===== config.mk =====
export PLATFORM = sky130hd
export DESIGN_NAME = cmp_field_unit
export DESIGN_NICKNAME = d
export VERILOG_FILES = /design/src/rtl/cmp_field_pkg.sv /design/src/rtl/cmp_operand_sel.sv /design/src/rtl/cmp_magnitude.sv /design/src/rtl/cmp_field_stage.sv /design/src/rtl/cmp_field_unit.sv
export SDC_FILE = /design/constraint.sdc
export NUM_CORES = 1
export LEC_CHECK = 0
export BUFFER_PORTS_ARGS = -buffer_cell sky130_fd_sc_hd__buf_2
export CAP_MARGIN = 30
export CORE_UTILIZATION = 45
export DETAILED_ROUTE_END_ITERATION = 12
export GPL_TIMING_DRIVEN = 0
export PLACE_DENSITY = 0.82
export SLEW_MARGIN = 20
export SYNTH_ARGS = -nofsm -noshare
export SYNTH_HDL_FRONTEND = slang
export SYNTH_HIERARCHICAL = 1
export SYNTH_SLANG_ARGS = --single-unit
export TNS_END_PERCENT = 20

===== constraint.sdc =====
create_clock -name clk -period 3.1 [get_ports clk]
set_input_delay 0.31 -clock clk [delete_from_list [all_inputs] [get_ports clk]]
set_output_delay 0.31 -clock clk [all_outputs]
set_load 0.05 [all_outputs]

===== src/rtl/cmp_field_pkg.sv =====
package cmp_field_pkg;
  // Condition field, most significant bit first: less, greater, equal, overflow.
  typedef struct packed {
    logic lt;
    logic gt;
    logic eq;
    logic so;
  } cond_t;

  typedef struct packed {
    logic lt;
    logic gt;
    logic eq;
  } rel_t;
endpackage


===== src/rtl/cmp_operand_sel.sv =====
module cmp_operand_sel #(
  parameter int W     = 32,
  parameter int IMM_W = 16
) (
  input  logic [W-1:0]     opb,
  input  logic [IMM_W-1:0] imm,
  input  logic             use_imm,
  input  logic             is_signed,
  input  logic             rec_mode,
  output logic [W-1:0]     b_eff,
  output logic             sgn_eff
);
  localparam int PAD_W = (W > IMM_W) ? (W - IMM_W) : 1;

  logic [W-1:0] imm_ext;

  generate
    if (W > IMM_W) begin : g_pad
      logic [PAD_W-1:0] pad;
      assign pad     = {PAD_W{is_signed & imm[IMM_W-1]}};
      assign imm_ext = {pad, imm};
    end else begin : g_trunc
      assign imm_ext = imm[W-1:0];
    end
  endgenerate

  // Record form: signed compare against zero.
  always_comb begin
    sgn_eff = rec_mode | is_signed;
    if (rec_mode)     b_eff = '0;
    else if (use_imm) b_eff = imm_ext;
    else              b_eff = opb;
  end
endmodule


===== src/rtl/cmp_magnitude.sv =====
module cmp_magnitude
  import cmp_field_pkg::*;
#(
  parameter int W = 32
) (
  input  logic [W-1:0] a,
  input  logic [W-1:0] b,
  input  logic         sgn,
  output rel_t         rel
);
  logic signed [W:0] a_x;
  logic signed [W:0] b_x;

  // One guard bit turns signed and unsigned into one signed compare.
  always_comb begin
    a_x    = {sgn & a[W-1], a};
    b_x    = {sgn & b[W-1], b};
    rel.eq = (a == b);
    rel.lt = (a_x < b_x);
    rel.gt = ~rel.eq & ~rel.lt;
  end
endmodule


===== src/rtl/cmp_field_stage.sv =====
module cmp_field_stage
  import cmp_field_pkg::*;
#(
  parameter int IDX_W     = 3,
  parameter int DEF_FIELD = 0,
  parameter int REC_FIELD = 0
) (
  input  logic             clk,
  input  logic             rst,
  input  logic             in_valid,
  input  rel_t             rel,
  input  logic             rec_mode,
  input  logic             sum_ovf_in,
  input  logic             ovf_now,
  input  logic             dst_given,
  input  logic [IDX_W-1:0] dst_idx,
  output logic             fld_we,
  output logic [IDX_W-1:0] fld_idx,
  output cond_t            fld_val
);
  logic             so_nxt;
  logic [IDX_W-1:0] idx_nxt;
  cond_t            val_nxt;

  always_comb begin
    // Record form sees the flag after its own overflow update.
    so_nxt = rec_mode ? (sum_ovf_in | ovf_now) : sum_ovf_in;
    if (rec_mode)       idx_nxt = IDX_W'(REC_FIELD);
    else if (dst_given) idx_nxt = dst_idx;
    else                idx_nxt = IDX_W'(DEF_FIELD);
    val_nxt = '{lt: rel.lt, gt: rel.gt, eq: rel.eq, so: so_nxt};
  end

  always_ff @(posedge clk) begin
    if (rst) begin
      fld_we  <= 1'b0;
      fld_idx <= '0;
      fld_val <= '0;
    end else begin
      fld_we <= in_valid;
      if (in_valid) begin
        fld_idx <= idx_nxt;
        fld_val <= val_nxt;
      end
    end
  end
endmodule


===== src/rtl/cmp_field_unit.sv =====
module cmp_field_unit
  import cmp_field_pkg::*;
#(
  parameter int W      = 32,
  parameter int IMM_W  = 16,
  parameter int FIELDS = 8,
  localparam int IDX_W = (FIELDS > 1) ? $clog2(FIELDS) : 1
) (
  input  logic             clk,
  input  logic             rst,
  input  logic             in_valid,
  input  logic [W-1:0]     opa,
  input  logic [W-1:0]     opb,
  input  logic [IMM_W-1:0] imm,
  input  logic             use_imm,
  input  logic             is_signed,
  input  logic             dst_given,
  input  logic [IDX_W-1:0] dst_idx,
  input  logic             rec_mode,
  input  logic             sum_ovf_in,
  input  logic             ovf_now,
  output logic             fld_we,
  output logic [IDX_W-1:0] fld_idx,
  output logic [3:0]       fld_val
);
  logic [W-1:0] b_eff;
  logic         sgn_eff;
  rel_t         rel;
  cond_t        val_q;

  cmp_operand_sel #(.W(W), .IMM_W(IMM_W)) u_sel (
    .opb(opb), .imm(imm), .use_imm(use_imm), .is_signed(is_signed),
    .rec_mode(rec_mode), .b_eff(b_eff), .sgn_eff(sgn_eff)
  );

  cmp_magnitude #(.W(W)) u_cmp (
    .a(opa), .b(b_eff), .sgn(sgn_eff), .rel(rel)
  );

  cmp_field_stage #(.IDX_W(IDX_W), .DEF_FIELD(0), .REC_FIELD(0)) u_stage (
    .clk(clk), .rst(rst), .in_valid(in_valid), .rel(rel),
    .rec_mode(rec_mode), .sum_ovf_in(sum_ovf_in), .ovf_now(ovf_now),
    .dst_given(dst_given), .dst_idx(dst_idx),
    .fld_we(fld_we), .fld_idx(fld_idx), .fld_val(val_q)
  );

  assign fld_val = val_q;
endmodule


# Word-level counts from Yosys, hierarchy flattened
# Index checks and enable logic that the tools add are counted.
# totals
register_bits	8
in_bits	92
output_inout_bits	8
word_cells	21
# classes
order_cmp	1
n_eq_ne	1
n_mux	5
bitwise	8
# op_table
operator	count
$mux 32	2
$lt 33x33->1	1
$eq 32x32->1	1
$mux 3	2
$and 1x1->1	4
$not 1->1	2
$or 1x1->1	2
$mux 1	1

# Depth between registers and ports, before layout
# depth
depth_word	7
depth_mapped	14
ltp_nobuf	12

# Modules after synthesis
# The synthesis kept the hierarchy.
# by_module_without_submodules
module	n_inst	cells_per_inst	area_per_inst_um2	seq_area_each_um2
cmp_magnitude	1	117	845.8	0.0
cmp_operand_sel	1	75	554.3	0.0
cmp_field_stage	1	29	306.5	160.2

# Least setup slack after synthesis
# OpenSTA, ideal clock, no wires.
# synth_path
path_type	input to register
start	in use_imm
end	reg u_stage/fld_val[2] (netlist name)
setup_ps	126
arrival_ps	2231
t_required_ps	2974
path_slack_ps	743
path_stages	14
n_path_buf	2
cell_sequence	buf_6 -> buf_8 -> nand2b_1 -> a21oi_1 -> inv_1 -> ha_1 -> a21o_1 -> a221oi_2 -> o41ai_1 -> o31a_1 -> nor3_2 -> nor2_1 -> mux2i_1 -> nor2_1
# synth_rtl
item	line	rtl
start, declared	cmp_field_unit.sv:15	input logic use_imm,

==> results.cfg <==
[clock_tree]
path_clk_slew_ns = 0.04
root_buffer = clkbuf_8
htreeDepth = 1
tritoncts = done
cts_hold_buf = 0
cts_resized = 0
cts_setup_buffers = 0
clockBufferDepth = 2
clock_sinks = 8
numCtsBuffers = 3
clk_latency_ns = 0.23

[power]
power_density_nw_per_um2 = 223
seq_power_share_pct = 21.7
p_sw_share_pct = 35.8
p_leak_nw = 1.18
comb_power_share_pct = 53.9
vdd_ir_drop_max_v = 0.000166
p_switching_w = 0.000183
pwr-share-clk_pct = 24.5
internal_power_w = 0.000329

[worst_setup_path]
critPathKind = input port to register
cp.arrival_ns = 2.56
cp.required_ns = 3.20
path_max_fanout = 10
end_kind = register
start_kind = input port

[final_layout]
seq_area_um2 = 160
nets = 447
finalNonFillerCells = 369
multi_input_area_um2 = 1330
fillers = 355
antenna_cells = 0
drive_gt1_share_pct = 39.3
area_delta_synth_final_pct = 34.4
utilization_pct = 62.6

[logic_synthesis]
ys_ff_latch = 8
synthDistinctLibCells = 37
yosysSeqAreaShare_pct = 9.38
synth_compound_area_share_pct = 19.5
yosys.area_share.adder_pct = 23.5
yosysWarnings = 6
synth_fp_nets = 345
synth_top_family_by_area = adder cells
synth_xor_area_share_pct = 0.513
syn_avg_cell_area_um2 = 7.72
synthMuxAreaShare_pct = 11.1
synth_cells = 221
yosys.area_share.simple_pct = 23.1
netlist_area_um2 = 1710

[timing]
setup_viol = 0
finalHoldViolCount = 0
skew_ns = 0
fin_tns_setup_ns = 0
worst_slew_pin_slew_ns = 0.476
rsz0062_at_grt = false
final_max_slew_viol_count = 0
slew_headroom_pct = 68.0
layout_min_cycle_time_ns = 2.45
fmax_ghz = 0.408
min_period_over_period_pct = 79.2

[floorplan]
die_area_um2 = 4040
die_w_um = 63.6
die_height_um = 63.6
placementRows = 22
start_util_pct = 46.6
num_io_pins = 100
core_region_area_um2 = 3660

[detailed_routing]
wl_per_cell_um = 11.5
viasPerCell = 4.98
ant_nets = 0
drtIter0Drc = 49
firstDrtPassIters = 4
drt-total-wl_mm = 4.23
drc = 0
vias = 1839

[grt]
grt_pass1_wl_mm = 6.97
antenna_found_initial = 0
overflow = 0
first_global_vias = 1779
grt_use_total_pct = 21.6
grt_start_max_net_pins = 11

[place]
portBuffers = 97
dp_cells = 366
gp_congestion = 0.746
dpl.hpwl_mm = 3.74

[status]
status = finished clean

[worst_hold_path]
hp-class = input port to register

[job]
drv_cap = 0
-- worst max-delay path: stages --
cell and delay [ns]:
buf_2 0.12, clkbuf_1 0.21, buf_2 0.29, a21oi_1 0.07, inv_1 0.06, ha_1 0.23
a21o_1 0.19, a221oi_2 0.23, o41ai_1 0.11, o31a_1 0.28, nor3_2 0.23, nor2_1 0.06
mux2i_1 0.13, nor2_1 0.05
-- per-layer routing --
metal / vias up / GRT usage (%) / part of all wire, %
li1: 964 / - / -
met1: 816 / 21.8 / 40
met2: 53 / 43.5 / 54
met3: 6 / 3.80 / 4.6
met4: 0 / 6.82 / 1.3
met5: - / 0 / 0
-- through the flow --
stage | instance area (µm²) | total power (W) | hold slack, ns | setup slack [ns]
after floorplan | 1710 | 0.000294 | 0.474 | 0.743
after global placement | 2250 | 0.000379 | 0.456 | 0.437
after detailed placement | 2250 | 0.000390 | 0.471 | 0.406
after CTS | 2290 | 0.000522 | 0.353 | 0.640
after global routing | 2290 | 0.000562 | 0.373 | 0.473
final | 2290 | 0.000512 | 0.362 | 0.646
-- kinds of logic after synthesis --
family / count (synthesis)
AO/OA/AOI/OAI: 48
flip-flops: 8
multiplexers: 19
buffers and inverters: 43
adder cells (fa/ha/maj): 32
XOR/XNOR: 1
AND/OR/NAND/NOR: 70
-- cell usage in the layout (no fill, tap or decap), types with 2 or more instances in the layout --
cell,netlist,layout
nor4_1,2,2
nand4_1,7,7
nand4b_1,3,3
clkbuf_8,0,3
a21oi_1,21,21
buf_2,2,99
a21oi_2,10,10
buf_8,2,2
clkbuf_1,2,2
nand2b_1,18,18
inv_1,32,32
o21ai_0,2,2
nor2b_1,2,2
nand2_1,3,3
a21o_1,4,4
dfxtp_1,8,8
nor2_1,23,23
ha_1,32,32
mux2i_1,19,19
buf_6,4,4
o21a_1,3,3
nand3_1,6,6
-- worst paths after layout --
kind | from | end | slack [ns] | cells past startpoint
min reg2reg | u_stage/fld_idx[2] | u_stage/fld_idx[2] | 0.48 | 2
max | rec_mode | u_stage/fld_val[2] | 0.65 | 14
max reg2reg | u_stage/fld_val[0] | u_stage/fld_val[0] | 2.46 | 2
min | dst_idx[1] | u_stage/fld_idx[1] | 0.36 | 3
-- synth_stat cells --
library cell | instances | share of area [%]
a221oi_2 | 1 | 0.88
inv_1 | 32 | 7.0
a211o_1 | 1 | 0.51
o311a_1 | 1 | 0.59
nor2_1 | 23 | 5.1
buf_6 | 4 | 2.6
o21a_1 | 3 | 1.3
a21oi_1 | 21 | 6.2
buf_4 | 1 | 0.44
o31a_1 | 1 | 0.51
a21oi_2 | 10 | 5.1
nor2_2 | 1 | 0.37
a211oi_2 | 1 | 0.73
nor3_1 | 1 | 0.29
nor4_1 | 2 | 0.73
clkbuf_1 | 2 | 0.44
xor2_1 | 1 | 0.51
o41ai_1 | 1 | 0.51
buf_2 | 2 | 0.59
nor2b_1 | 2 | 0.73
nand2_1 | 3 | 0.66
a21boi_0 | 1 | 0.44
nor3_2 | 1 | 0.59
o21ai_0 | 2 | 0.59
buf_8 | 2 | 1.8
nand2b_1 | 18 | 6.6
nand4_1 | 7 | 2.6
nand4b_1 | 3 | 1.5
or2_2 | 1 | 0.37
nand3_4 | 1 | 1.0
a31oi_1 | 1 | 0.37
dfxtp_1 | 8 | 9.4
nand2b_4 | 1 | 0.81
mux2i_1 | 19 | 11
nand3_1 | 6 | 1.8
a21o_1 | 4 | 1.8
ha_1 | 32 | 23
-- power groups by stage --
stage | Combinational [W] | Clock, W | Sequential [W]
2_1_floorplan | 0.000163 | 0 | 0.000130
3_3_place_gp | 0.000267 | 0 | 0.000112
4_1_cts | 0.000279 | 0.000132 | 0.000111
3_5_place_dp | 0.000278 | 0 | 0.000113
6_report | 0.000276 | 0.000125 | 0.000111
5_1_grt | 0.000310 | 0.000141 | 0.000111
-- registers in the layout, summed over array words and instances (netlist names) --
register and flops:
u_stage/fld_we 1, u_stage/fld_val 4, u_stage/fld_idx 3
-- final cells by class --
type / instances / area share (%)
Multi-Input combinational cell: 170 / 57.8
Sequential cell: 8 / 6.98
Tap cell: 48 / 2.62
Inverter: 32 / 5.24
Timing Repair Buffer: 97 / 21.2
Buffer: 11 / 4.36
Clock buffer: 3 / 1.80
Power figures use the tool's default switching activity.
